--- config.mk ---
export PLATFORM = sky130hd
export DESIGN_NAME = cc_flag_unit
export DESIGN_NICKNAME = d
export VERILOG_FILES = /design/src/rtl/cc_pkg.sv /design/src/rtl/cc_lane_sel.sv /design/src/rtl/cc_flag_calc.sv /design/src/rtl/cc_reg.sv /design/src/rtl/cc_flag_unit.sv
export SDC_FILE = /design/constraint.sdc
export NUM_CORES = 1
export LEC_CHECK = 0
export BUFFER_PORTS_ARGS = -buffer_cell sky130_fd_sc_hd__buf_2
export CORE_ASPECT_RATIO = 0.75
export CORE_MARGIN = 4
export CORE_UTILIZATION = 29
export CTS_BUF_LIST = sky130_fd_sc_hd__clkbuf_2
export DETAILED_ROUTE_END_ITERATION = 12
export PLACE_DENSITY_LB_ADDON = 0.05
export SYNTH_ARGS = -nofsm -noshare
export SYNTH_HDL_FRONTEND = slang
export SYNTH_HIERARCHICAL = 1
export SYNTH_SLANG_ARGS = --single-unit
--- constraint.sdc ---
create_clock -name clk_i -period 0.9 [get_ports clk_i]
set_input_delay 0.18 -clock clk_i [delete_from_list [all_inputs] [get_ports clk_i]]
set_output_delay 0.18 -clock clk_i [all_outputs]
set_load 0.1 [all_outputs]
--- src/rtl/cc_pkg.sv ---
package cc_pkg;
  typedef enum logic [1:0] {
    OP_ADD = 2'b00,
    OP_SUB = 2'b01,
    OP_TST = 2'b10,
    OP_SHF = 2'b11
  } cc_op_e;

  localparam int CC_W  = 8;
  localparam int BIT_S = 7;
  localparam int BIT_X = 6;
  localparam int BIT_H = 5;
  localparam int BIT_I = 4;
  localparam int BIT_N = 3;
  localparam int BIT_Z = 2;
  localparam int BIT_V = 1;
  localparam int BIT_C = 0;
  localparam logic [CC_W-1:0] CC_RST = 8'hD0;

  typedef struct packed {
    logic n;
    logic z;
    logic v;
    logic c;
  } cc_flags_t;
endpackage

--- src/rtl/cc_lane_sel.sv ---
module cc_lane_sel #(
  parameter int DATA_W   = 16,
  parameter int NARROW_W = 8
) (
  input  logic              wide_i,
  input  logic [2:0]        sign_w_i,  // {a,b,r} sign at full width
  input  logic [2:0]        sign_n_i,  // {a,b,r} sign at narrow width
  input  logic [DATA_W-1:0] r_i,
  output logic              a_s_o,
  output logic              b_s_o,
  output logic              r_s_o,
  output logic              r_z_o
);
  logic [2:0] sign_sel;
  logic       zero_w, zero_n;

  assign zero_w = ~|r_i;

  generate
    if (NARROW_W < DATA_W) begin : g_dual
      assign zero_n   = ~|r_i[NARROW_W-1:0];
      assign sign_sel = wide_i ? sign_w_i : sign_n_i;
      assign r_z_o    = wide_i ? zero_w : zero_n;
    end else begin : g_single
      assign zero_n   = zero_w;
      assign sign_sel = sign_w_i;
      assign r_z_o    = zero_w;
    end
  endgenerate

  assign {a_s_o, b_s_o, r_s_o} = sign_sel;
endmodule

--- src/rtl/cc_flag_calc.sv ---
module cc_flag_calc
  import cc_pkg::*;
(
  input  cc_op_e    op_i,
  input  logic      a_s_i,
  input  logic      b_s_i,
  input  logic      r_s_i,
  input  logic      r_z_i,
  input  logic      shift_c_i,
  input  logic      old_c_i,
  output cc_flags_t flags_o
);
  always_comb begin
    flags_o.n = r_s_i;
    flags_o.z = r_z_i;
    flags_o.v = 1'b0;
    flags_o.c = old_c_i;
    unique case (op_i)
      OP_ADD: begin
        flags_o.c = (a_s_i & b_s_i) | (b_s_i & ~r_s_i) | (a_s_i & ~r_s_i);
        flags_o.v = (a_s_i & b_s_i & ~r_s_i) | (~a_s_i & ~b_s_i & r_s_i);
      end
      OP_SUB: begin
        flags_o.c = (~a_s_i & b_s_i) | (b_s_i & r_s_i) | (~a_s_i & r_s_i);
        flags_o.v = (a_s_i & ~b_s_i & ~r_s_i) | (~a_s_i & b_s_i & r_s_i);
      end
      OP_TST: begin
        flags_o.v = 1'b0;
        flags_o.c = old_c_i;
      end
      OP_SHF: begin
        flags_o.c = shift_c_i;
        flags_o.v = r_s_i ^ shift_c_i;  // new N xor new C
      end
      default: ;
    endcase
  end
endmodule

--- src/rtl/cc_reg.sv ---
module cc_reg
  import cc_pkg::*;
(
  input  logic            clk_i,
  input  logic            rst_ni,
  input  logic            upd_i,
  input  cc_op_e          op_i,
  input  cc_flags_t       flags_i,
  input  logic            wr_i,
  input  logic [CC_W-1:0] wr_data_i,
  output logic [CC_W-1:0] cc_o
);
  logic [CC_W-1:0] cc_q;

  always_ff @(posedge clk_i or negedge rst_ni) begin
    if (!rst_ni) begin
      cc_q <= CC_RST;
    end else if (wr_i) begin
      cc_q <= wr_data_i;
    end else if (upd_i) begin
      cc_q[BIT_N] <= flags_i.n;
      cc_q[BIT_Z] <= flags_i.z;
      cc_q[BIT_V] <= flags_i.v;
      cc_q[BIT_C] <= flags_i.c;
    end
  end

  assign cc_o = cc_q;

  assert_write_R9: assert property (@(posedge clk_i) disable iff (!rst_ni)
    wr_i |=> cc_o == $past(wr_data_i));

  assert_ctrl_hold_R8: assert property (@(posedge clk_i) disable iff (!rst_ni)
    !wr_i |=> cc_o[BIT_S:BIT_I] == $past(cc_o[BIT_S:BIT_I]));

  assert_idle_R10: assert property (@(posedge clk_i) disable iff (!rst_ni)
    (!wr_i && !upd_i) |=> $stable(cc_o));

  assert_test_R5: assert property (@(posedge clk_i) disable iff (!rst_ni)
    (upd_i && !wr_i && op_i == OP_TST) |=>
      (!cc_o[BIT_V] && cc_o[BIT_C] == $past(cc_o[BIT_C])));

  assert_shift_v_R6: assert property (@(posedge clk_i) disable iff (!rst_ni)
    (upd_i && !wr_i && op_i == OP_SHF) |=> cc_o[BIT_V] == (cc_o[BIT_N] ^ cc_o[BIT_C]));
endmodule

--- src/rtl/cc_flag_unit.sv ---
module cc_flag_unit
  import cc_pkg::*;
#(
  parameter int DATA_W   = 16,
  parameter int NARROW_W = 8
) (
  input  logic              clk_i,
  input  logic              rst_ni,
  input  logic              upd_i,
  input  logic [1:0]        op_i,
  input  logic              wide_i,
  input  logic [DATA_W-1:0] a_i,
  input  logic [DATA_W-1:0] b_i,
  input  logic [DATA_W-1:0] r_i,
  input  logic              shift_c_i,
  input  logic              wr_i,
  input  logic [7:0]        wr_data_i,
  output logic [7:0]        cc_o
);
  localparam int MSB_W = DATA_W - 1;
  localparam int MSB_N = NARROW_W - 1;

  cc_op_e    op;
  logic      a_s, b_s, r_s, r_z;
  cc_flags_t flags;

  assign op = cc_op_e'(op_i);

  cc_lane_sel #(.DATA_W(DATA_W), .NARROW_W(NARROW_W)) u_lane (
    .wide_i   (wide_i),
    .sign_w_i ({a_i[MSB_W], b_i[MSB_W], r_i[MSB_W]}),
    .sign_n_i ({a_i[MSB_N], b_i[MSB_N], r_i[MSB_N]}),
    .r_i      (r_i),
    .a_s_o    (a_s),
    .b_s_o    (b_s),
    .r_s_o    (r_s),
    .r_z_o    (r_z)
  );

  cc_flag_calc u_calc (
    .op_i      (op),
    .a_s_i     (a_s),
    .b_s_i     (b_s),
    .r_s_i     (r_s),
    .r_z_i     (r_z),
    .shift_c_i (shift_c_i),
    .old_c_i   (cc_o[BIT_C]),
    .flags_o   (flags)
  );

  cc_reg u_reg (
    .clk_i     (clk_i),
    .rst_ni    (rst_ni),
    .upd_i     (upd_i),
    .op_i      (op),
    .flags_i   (flags),
    .wr_i      (wr_i),
    .wr_data_i (wr_data_i),
    .cc_o      (cc_o)
  );

  // True full-width carry/borrow, only for cross-checking the sign-bit rule
  logic [DATA_W:0] add_chk, sub_chk;
  assign add_chk = {1'b0, a_i} + {1'b0, b_i};
  assign sub_chk = {1'b0, a_i} - {1'b0, b_i};

  assert_add_carry_R2: assert property (@(posedge clk_i) disable iff (!rst_ni)
    (upd_i && !wr_i && wide_i && op == OP_ADD && r_i == add_chk[DATA_W-1:0]) |=>
      cc_o[BIT_C] == $past(add_chk[DATA_W]));

  assert_sub_borrow_R3: assert property (@(posedge clk_i) disable iff (!rst_ni)
    (upd_i && !wr_i && wide_i && op == OP_SUB && r_i == sub_chk[DATA_W-1:0]) |=>
      cc_o[BIT_C] == $past(sub_chk[DATA_W]));

  assert_zero_R4: assert property (@(posedge clk_i) disable iff (!rst_ni)
    (upd_i && !wr_i) |=>
      cc_o[BIT_Z] == ($past(wide_i) ? ($past(r_i) == '0)
                                    : ($past(r_i[MSB_N:0]) == '0)));

  assert_shift_carry_R6: assert property (@(posedge clk_i) disable iff (!rst_ni)
    (upd_i && !wr_i && op == OP_SHF) |=> cc_o[BIT_C] == $past(shift_c_i));
endmodule

==> results of run 1 <==
[final cells by class]
class                   instances  area (um2)  share of cell area, %
clock buffers                   4        20.0                   1.79
inverters                       1        3.75                  0.336
multi-input cells              42         397                   35.5
flip-flops and latches          8         229                   20.5
well taps                      22        27.5                   2.46
repair buffers                 54         442                   39.5
[synth_stat cells]
cell type / count / area, um2
nor4_1: 3 / 18.8
nand2_1: 7 / 26.3
a22oi_1: 1 / 7.51
dfrtp_1: 5 / 125
buf_4: 3 / 22.5
nand3b_1: 1 / 7.51
mux2_4: 2 / 30.0
nor4_2: 1 / 12.5
nor2b_1: 1 / 6.26
o41ai_2: 1 / 16.3
a21o_1: 1 / 7.51
o21ai_0: 3 / 15.0
and2b_1: 2 / 15.0
a21oi_1: 1 / 5.00
buf_6: 1 / 11.3
a21oi_2: 1 / 8.76
mux2_2: 3 / 33.8
o21ai_2: 1 / 8.76
inv_1: 1 / 3.75
mux2_1: 2 / 22.5
nor3_1: 2 / 10.0
o21ai_1: 1 / 5.00
a32oi_1: 1 / 8.76
dfstp_2: 3 / 78.8
nor3b_1: 1 / 7.51
mux2i_1: 4 / 40.0
xor2_1: 2 / 17.5
[routing by layer]
metal  vias to the layer above  wire, um
met5                         -         0
met4                         0        19
met3                         2       152
met2                        36       772
met1                       274       729
li1                        308         -
[logic make-up after synthesis]
| group | count (synthesis) | synth area share, % |
|---|---|---|
| AND/OR/NAND/NOR | 18 | 18.2 |
| AO/OA/AOI/OAI | 11 | 14.4 |
| multiplexers | 11 | 22.1 |
| flip-flops | 8 | 35.7 |
| buffers and inverters | 5 | 6.56 |
| XOR/XNOR | 2 | 3.06 |
[repair_timing]
action / 4_1_cts / 5_1_grt
endpoints found under the hold margin: 8 / 0
pin swaps: 6 / 7
setup buffers: 3 / 0
gates resized for setup: 8 / 6
hold buffers: 1 / 0
endpoints found under the setup margin: 10 / 12
[worst paths after layout]
check	start	endpoint	slack, ns
max in group asynchronous	rst_ni	u_reg/cc_o[7]	0.34
max reg2reg	u_reg/cc_o[0]	u_reg/cc_o[0]	-0.25
min in group asynchronous	rst_ni	u_reg/cc_o[3]	0.32
min reg2reg	u_reg/cc_o[5]	u_reg/cc_o[5]	0.62
min	wr_data_i[2]	u_reg/cc_o[2]	0.15
max	u_reg/cc_o[4]	cc_o[4]	-0.33
[power groups by stage]
stage | registers [mW] | clock network, mW | logic, mW
final | 0.464 | 0.250 | 0.775
after global routing | 0.469 | 0.287 | 0.812
after CTS | 0.465 | 0.258 | 0.757
after detailed placement | 0.470 | 0 | 0.717
after global placement | 0.470 | 0 | 0.711
after floorplan | 0.721 | 0 | 0.156
==> impl_metrics.toml, run 1 <==
[status]
outcome = "finished with violations"
violations = "negative setup slack"

[min_path]
holdPathStages = 3
hold_path.class = "primary input to register"

[place]
place_hpwl_um = 1350
dp_slack_ns = -0.656
io_buffers = 43
gp_congestion = 0.754
dp.cells = 123
placedInstanceArea_mm2 = 0.00101

[drt]
dr.pass1.iters = 4
drt_wl_total_um = 1670
dr_total_vias = 620
antenna_left = 0
drt_iter0_markers = 14
drc_errors = 0
routed_via_density = 4.73
wire_per_inst_um = 12.8

[timing]
worst_slack_ns = -0.333
slew_headroom_pct = 83.8
skew_ns = 0
setup-tns-final_ns = -2.54
worst_slew_pin_slew_ns = 0.241
fin_crit_sh_pct = 137
rsz0062_at_grt = "true"
slew_violations = 0
hold_ws_ns = 0.152
fin_crit_ns = 1.23
final-hold-violation-count = 0
timing.fmax_ghz = 0.811
finalSetupViolCount = 11

[power_and_ir_drop]
cellPowerDensity_mw_per_mm2 = 1330
power.switching_mw = 0.599
p_int_mw = 0.890
power_frac_comb_pct = 52.0
p_total_mw = 1.49
swShare_pct = 40.2
clock_power_share_pct = 16.8
p_leak_nw = 0.534
pwr-share-seq_pct = 31.2
peakVddDrop_mv = 0.976

[logic_synthesis]
ys_types = 27
yosysWarnings = 6
ys_seq_area_share_pct = 35.7
synth_cells = 55
synth_area_um2 = 572
synth_seq_cells = 8
syn-num-nets = 119
avgSynthCellArea_um2 = 10.4

[finish]
finalNonFillerCells = 131
final_common_cell = "buf_2"
antenna_cells = 0
utilization_pct = 62.0
drive_gt1_share_pct = 76.1
final_area_mm2 = 0.00112
fin_nets = 174
area_delta_synth_final_pct = 95.6
layout_common_cells = "34 x buf_2, 8 x buf_12, 7 x buf_4, 7 x nand2_1, 6 x mux2_4"
largest_register_ffs = 8
fillerInstances = 172

[critical_path]
crit_slowest_cell = "dfstp_4"
critPathMaxFanout = 2
rr_worst_depth = 5
max_stage_delay_ns = 0.64
critPathTopFamily = "flip-flops"
worst_ep_arrival_time_ns = 1.05
cp_cell_sequence = "buf_12"
path_buf_inv = 1
path_depth = 1
start_kind = "register"
worst_ep_required_time_ns = 0.72
path_class = "register to output pin"
cp-end-kind = "output pin"

[global_route]
grt_start_max_net_pins = 10
use_met3_pct = 3.92
met1_usage_pct = 17.2
grt.met2_usage_pct = 21.4
grt_pass1_wl_um = 2750
grt_pass1_vias = 651
busiest_layer = "met2"
antenna_found_initial = 0
grt-ovfl-total = 0
grt_util_all_layers_pct = 13.5

[floorplanning]
die_x_um = 59.3
initial_core_util_pct = 31.7
fp.dieArea_mm2 = 0.00275
ios = 72
rows = 13
coreArea_mm2 = 0.00181
fp.dieH_um = 46.5

[clocking]
cts_max_level = 1
clock_latency_ns = 0.24
clk_pin_slew_ns = 0.09
clockRootBuffer = "clkbuf_2"
cts_tree = "built"
numClockSinks = 8
cts_buffers = 3
clock_path_buffers = 2

[flow_run]
drv_cap = 0
(Power assumes the default switching activity.)
==> inputs of run 2 (changes only) <==
CORE_UTILIZATION = 32   (was 29)
SYNTH_HIERARCHICAL = default   (was 1)
clock period = 1.15 ns   (was 0.9 ns; I/O delays follow)
==> impl_metrics.toml, run 2 <==
[global_route]
grt_pass1_vias = 597
grt-ovfl-total = 0
antenna_found_initial = 0
grt_start_max_net_pins = 12
grt_pass1_wl_um = 2610
grt_util_all_layers_pct = 13.8

[logic_synthesis]
ys_types = 30
avgSynthCellArea_um2 = 9.54
synth_top_family_by_area = "simple AND/OR/NAND/NOR gates"
synth_mux_area_share_pct = 12.0
synth_seq_cells = 8
synth_area_um2 = 553
synth_cells = 58
ys_seq_area_share_pct = 36.9
ys_top_cells_by_count = "5 x dfrtp_1, 5 x mux2_2, 5 x nor2_1, 4 x nand3_1, 4 x nor4_1"
yosys.area_share.xor_xnor_pct = 1.58
synth_top_area_cell = "dfrtp_1"
synthFlopType = "dfrtp_1"
syn-num-nets = 122
synthArstFlopShare_pct = 100
synth_edf_count = 0
ys_top_cells_by_area = "dfrtp_1 23%, dfstp_2 14%, mux2_2 10%"
synth-simple-area-share_pct = 29.2
synth_top_area_share_pct = 22.6
yosysWarnings = 0
synthAdderAreaFrac_pct = 0
synth_compound_area_share_pct = 15.6

[finish]
drive_gt1_share_pct = 61.9
area_delta_synth_final_pct = 72.4
antenna_cells = 0
final_common_cell = "buf_2"
finalNonFillerCells = 126
fin_nets = 170
largest_register_ffs = 8
layout_common_cells = "35 x buf_2, 8 x buf_12, 5 x nor2_1"

[drt]
dr.max_layer_used = "met3"
dr_total_vias = 632
drc_errors = 0
antenna_left = 0
wl_met2_um = 701
wl_met1_um = 712
wire_per_inst_um = 12.8
drt_wl_total_um = 1620
dr.pass1.iters = 4
routed_via_density = 5.02
drt_iter0_markers = 2
wl_met3_um = 201

[clocking]
clk_pin_slew_ns = 0.09
cts_setup_buffers = 0
numClockSinks = 8
cts_tree = "built"
cts_max_level = 1
clock_path_buffers = 2
cts_resized = 0
cts_buffers = 3
clockRootBuffer = "clkbuf_2"
clock_latency_ns = 0.24

[critical_path]
cp_cell_sequence = "buf_12"
crit_slowest_cell = "dfstp_2"
critPathMaxFanout = 2
start_kind = "register"
max_stage_delay_ns = 0.56
cp-end-kind = "output pin"
path_class = "register to output pin"
worst_ep_required_time_ns = 0.92
critPathTopFamily = "flip-flops"
worst_ep_arrival_time_ns = 0.99
path_buf_inv = 1

[place]
gp_congestion = 0.635
io_buffers = 43
dp.cells = 121
dp_slack_ns = -0.122
place_hpwl_um = 1390

[timing]
slew_headroom_pct = 82.4
final-hold-violation-count = 0
rsz0062_at_grt = "true"
worst_slack_ns = -0.0684
slew_violations = 0
skew_ns = 0
timing.fmax_ghz = 0.821
worst_slew_pin_slew_ns = 0.261
finalSetupViolCount = 3
setup-tns-final_ns = -0.174
fin_crit_ns = 1.22
fin_crit_sh_pct = 106

[floorplanning]
fp.dieH_um = 44
ios = 72
initial_core_util_pct = 35.4
coreArea_mm2 = 0.00156
rows = 12
fp.dieArea_mm2 = 0.00246
die_x_um = 56.0

[power_and_ir_drop]
swShare_pct = 41.3
power_frac_comb_pct = 48.8
peakVddDrop_mv = 0.645
p_int_mw = 0.630
cellPowerDensity_mw_per_mm2 = 1130
clock_power_share_pct = 18.5
pwr-share-seq_pct = 32.7
power.switching_mw = 0.443
p_leak_nw = 0.450

[status]
outcome = "finished with violations"
violations = "negative setup slack"

[min_path]
hold_path.class = "primary input to register"

[flow_run]
drv_cap = 0
==> run 2: cell count changes in the layout (fill, tap and decap cells not counted), sizes merged, moves of 3 or more <==
cell   delta
o21ai     -5
mux2i     -3
nor2      +5
buf       -8
nand3     +4
nand2     -4
==> run 2: power by group through the flow <==
stage	clock network (mW)	registers, mW	logic (mW)
6_report	0.198	0.351	0.523
4_1_cts	0.210	0.352	0.528
2_1_floorplan	0	0.520	0.142
5_1_grt	0.231	0.356	0.548
3_3_place_gp	0	0.355	0.518
3_5_place_dp	0	0.357	0.525
==> run 2: layer usage <==
metal  GRT usage (%)  up-vias
li1                -      314
met1            18.1      282
met2            20.3       36
met3            8.04        0
met4            1.42        0
met5               0        -
==> run 2: cell type report <==
cell class / count / area (um2)
clock buffer: 4 / 20.0
multi-input combinational: 46 / 334
timing repair buffer: 46 / 360
fill: 140 / 608
sequential: 8 / 209
tap: 21 / 26.3
inverter: 1 / 3.75
==> run 2: path summary, 6_finish.rpt <==
path	slack, ns	to	depth (start not counted)	start
max	-0.07	cc_o[6]	1	u_reg.cc_o[6]
min	0.18	u_reg.cc_o[3]	2	wr_data_i[3]
max reg2reg	0.13	u_reg.cc_o[0]	4	u_reg.cc_o[0]
min reg2reg	0.56	u_reg.cc_o[5]	1	u_reg.cc_o[5]
max in group asynchronous	0.56	u_reg.cc_o[4]	2	rst_ni
min in group asynchronous	0.34	u_reg.cc_o[3]	2	rst_ni
==> run 2: per-stage QoR <==
step / hold WS, ns / total power, mW / utilization, % / instance area, um2
floorplan: -0.0656 / 0.661 / - / 573
global placement: 0.0825 / 0.873 / 59.1 / 923
detailed placement: 0.0886 / 0.882 / 59.1 / 923
CTS: 0.165 / 1.09 / 61.1 / 953
global route: 0.154 / 1.14 / 61.1 / 953
finish: 0.179 / 1.07 / 61.1 / 953
==> run 2: cell families (layout without fill, tap and decap cells) <==
group | Yosys count | after routing
simple gates | 27 | 27
compound gates | 12 | 12
flops | 8 | 8
xor+xnor | 1 | 1
mux | 6 | 6
buf+inv | 4 | 51
==> run 2: timing repair <==
item	in CTS	in global routing
setup endpoints to repair	3	3
endpoints found under the hold margin	5	0
hold buffers	1	0
==> inputs of run 3 (changes only) <==
BUFFER_PORTS_ARGS = -buffer_cell sky130_fd_sc_hd__clkbuf_2   (was -buffer_cell sky130_fd_sc_hd__buf_2)
CORE_UTILIZATION = 31   (was 32)
==> impl_metrics.toml, run 3 (synthesized netlist as in run 2, its figures left out) <==
[clocking]
cts_tree = "built"
clockRootBuffer = "clkbuf_2"
clock_path_buffers = 2
cts_setup_buffers = 0
clock_latency_ns = 0.22
numClockSinks = 8
cts_buffers = 3
clk_pin_slew_ns = 0.08
cts_max_level = 1

[critical_path]
critPathTopFamily = "flip-flops"
max_stage_delay_ns = 0.56
r2r_start = "u_reg.cc_o[0]"
crit_start = "u_reg.cc_o[4]"
worst_ep_arrival_time_ns = 0.98
worst_ep_required_time_ns = 0.92
path_buf_inv = 1
crit_slowest_cell = "dfstp_2"
critPathMaxFanout = 2
start_kind = "register"
cp-end-kind = "output pin"
cp_cell_sequence = "buf_12"
path_class = "register to output pin"

[status]
outcome = "finished with violations"
violations = "negative setup slack"

[global_route]
grt_pass1_vias = 615
antenna_found_initial = 0
grt-ovfl-total = 0
use_met3_pct = 8.16
grt_util_all_layers_pct = 13.1
grt.met2_usage_pct = 19.4
met1_usage_pct = 17.3
grt_start_max_net_pins = 9
busiest_layer = "met2"
grt_pass1_wl_um = 2580

[timing]
worst_slew_pin_slew_ns = 0.281
fin_crit_sh_pct = 105
skew_ns = 0
slew_violations = 0
finalSetupViolCount = 3
timing.fmax_ghz = 0.830
final-hold-violation-count = 0
slew_headroom_pct = 80.7
rsz0062_at_grt = "true"
fin_crit_ns = 1.21
worst_slack_ns = -0.0555
setup-tns-final_ns = -0.134

[finish]
layout_common_cells = "39 x clkbuf_2, 8 x buf_12, 5 x nor2_1"
largest_register_ffs = 8
final_common_cell = "clkbuf_2"
utilization_pct = 61.4
drive_gt1_share_pct = 62.6
area_delta_synth_final_pct = 75.1
fin_nets = 172
antenna_cells = 0

[place]
place_hpwl_um = 1390
io_buffers = 43
gp_congestion = 0.676

[power_and_ir_drop]
p_leak_nw = 0.468
peakVddDrop_mv = 0.956
cellPowerDensity_mw_per_mm2 = 1100
p_total_mw = 1.06

[drt]
drt_wl_total_um = 1540
drc_errors = 0
routed_via_density = 5.13
antenna_left = 0
dr_total_vias = 656
wire_per_inst_um = 12.0
dr.pass1.iters = 4
drt_iter0_markers = 12

[min_path]
hp-start = "wr_data_i[3]"
hold_path.class = "primary input to register"

[floorplanning]
fp.dieArea_mm2 = 0.00253
rows = 12
initial_core_util_pct = 35.1
die_x_um = 56.8
ios = 72
fp.dieH_um = 44.6
coreArea_mm2 = 0.00158

[flow_run]
drv_cap = 0
-- run 3: changes by cell type in the layout (fill, tap and decap cells not counted), sizes merged --
cell	before	now
buf	45	12
clkbuf	4	39
-- run 3: final cells by class --
cell class	count	area, um2
Clock buffer	4	20.0
Fill cell	146	608
Inverter	1	3.75
Multi-Input combinational cell	46	334
Sequential cell	8	209
Tap cell	21	26.3
Timing Repair Buffer	48	375
-- run 3: metrics by stage --
step | hold WS [ns] | worst slack (ns) | instance area [um2] | cells
floorplan | -0.0656 | -0.0231 | 573 | 58
global placement | 0.0866 | -0.150 | 938 | 123
detailed placement | 0.0834 | -0.169 | 938 | 123
CTS | 0.181 | -0.0767 | 968 | 128
global route | 0.164 | -0.116 | 968 | 128
finish | 0.192 | -0.0555 | 968 | 128
-- run 3: final timing paths --
kind,endpoint,slack (ns),cells past startpoint
worst max-delay path,cc_o[4],-0.06,1
worst min-delay path,u_reg.cc_o[3],0.19,2
worst max register to register,u_reg.cc_o[0],0.12,4
worst min register to register,u_reg.cc_o[5],0.56,1
max in group asynchronous,u_reg.cc_o[7],0.54,2
min in group asynchronous,u_reg.cc_o[3],0.36,2
-- run 3: per-layer routing --
layer	part of all wire (%)	wire (um)	vias to the layer above
met3	13	201	0
li1	-	-	320
met4	0	0	0
met5	0	0	-
met2	41	631	39
met1	46	709	297
-- run 3: repair_timing --
action / 4_1_cts / 5_1_grt
endpoints found under the hold margin: 5 / 0
cloned: 0 / 0
endpoints found under the setup margin: 3 / 3
gates resized for setup: 0 / 0
hold buffers: 1 / 0
pin swaps: 0 / 0
-- run 3: where the power goes --
group	switching, mW	internal [mW]
clock	0.0912	0.0923
sequential	0.0318	0.321
combinational	0.305	0.222
total	0.428	0.635
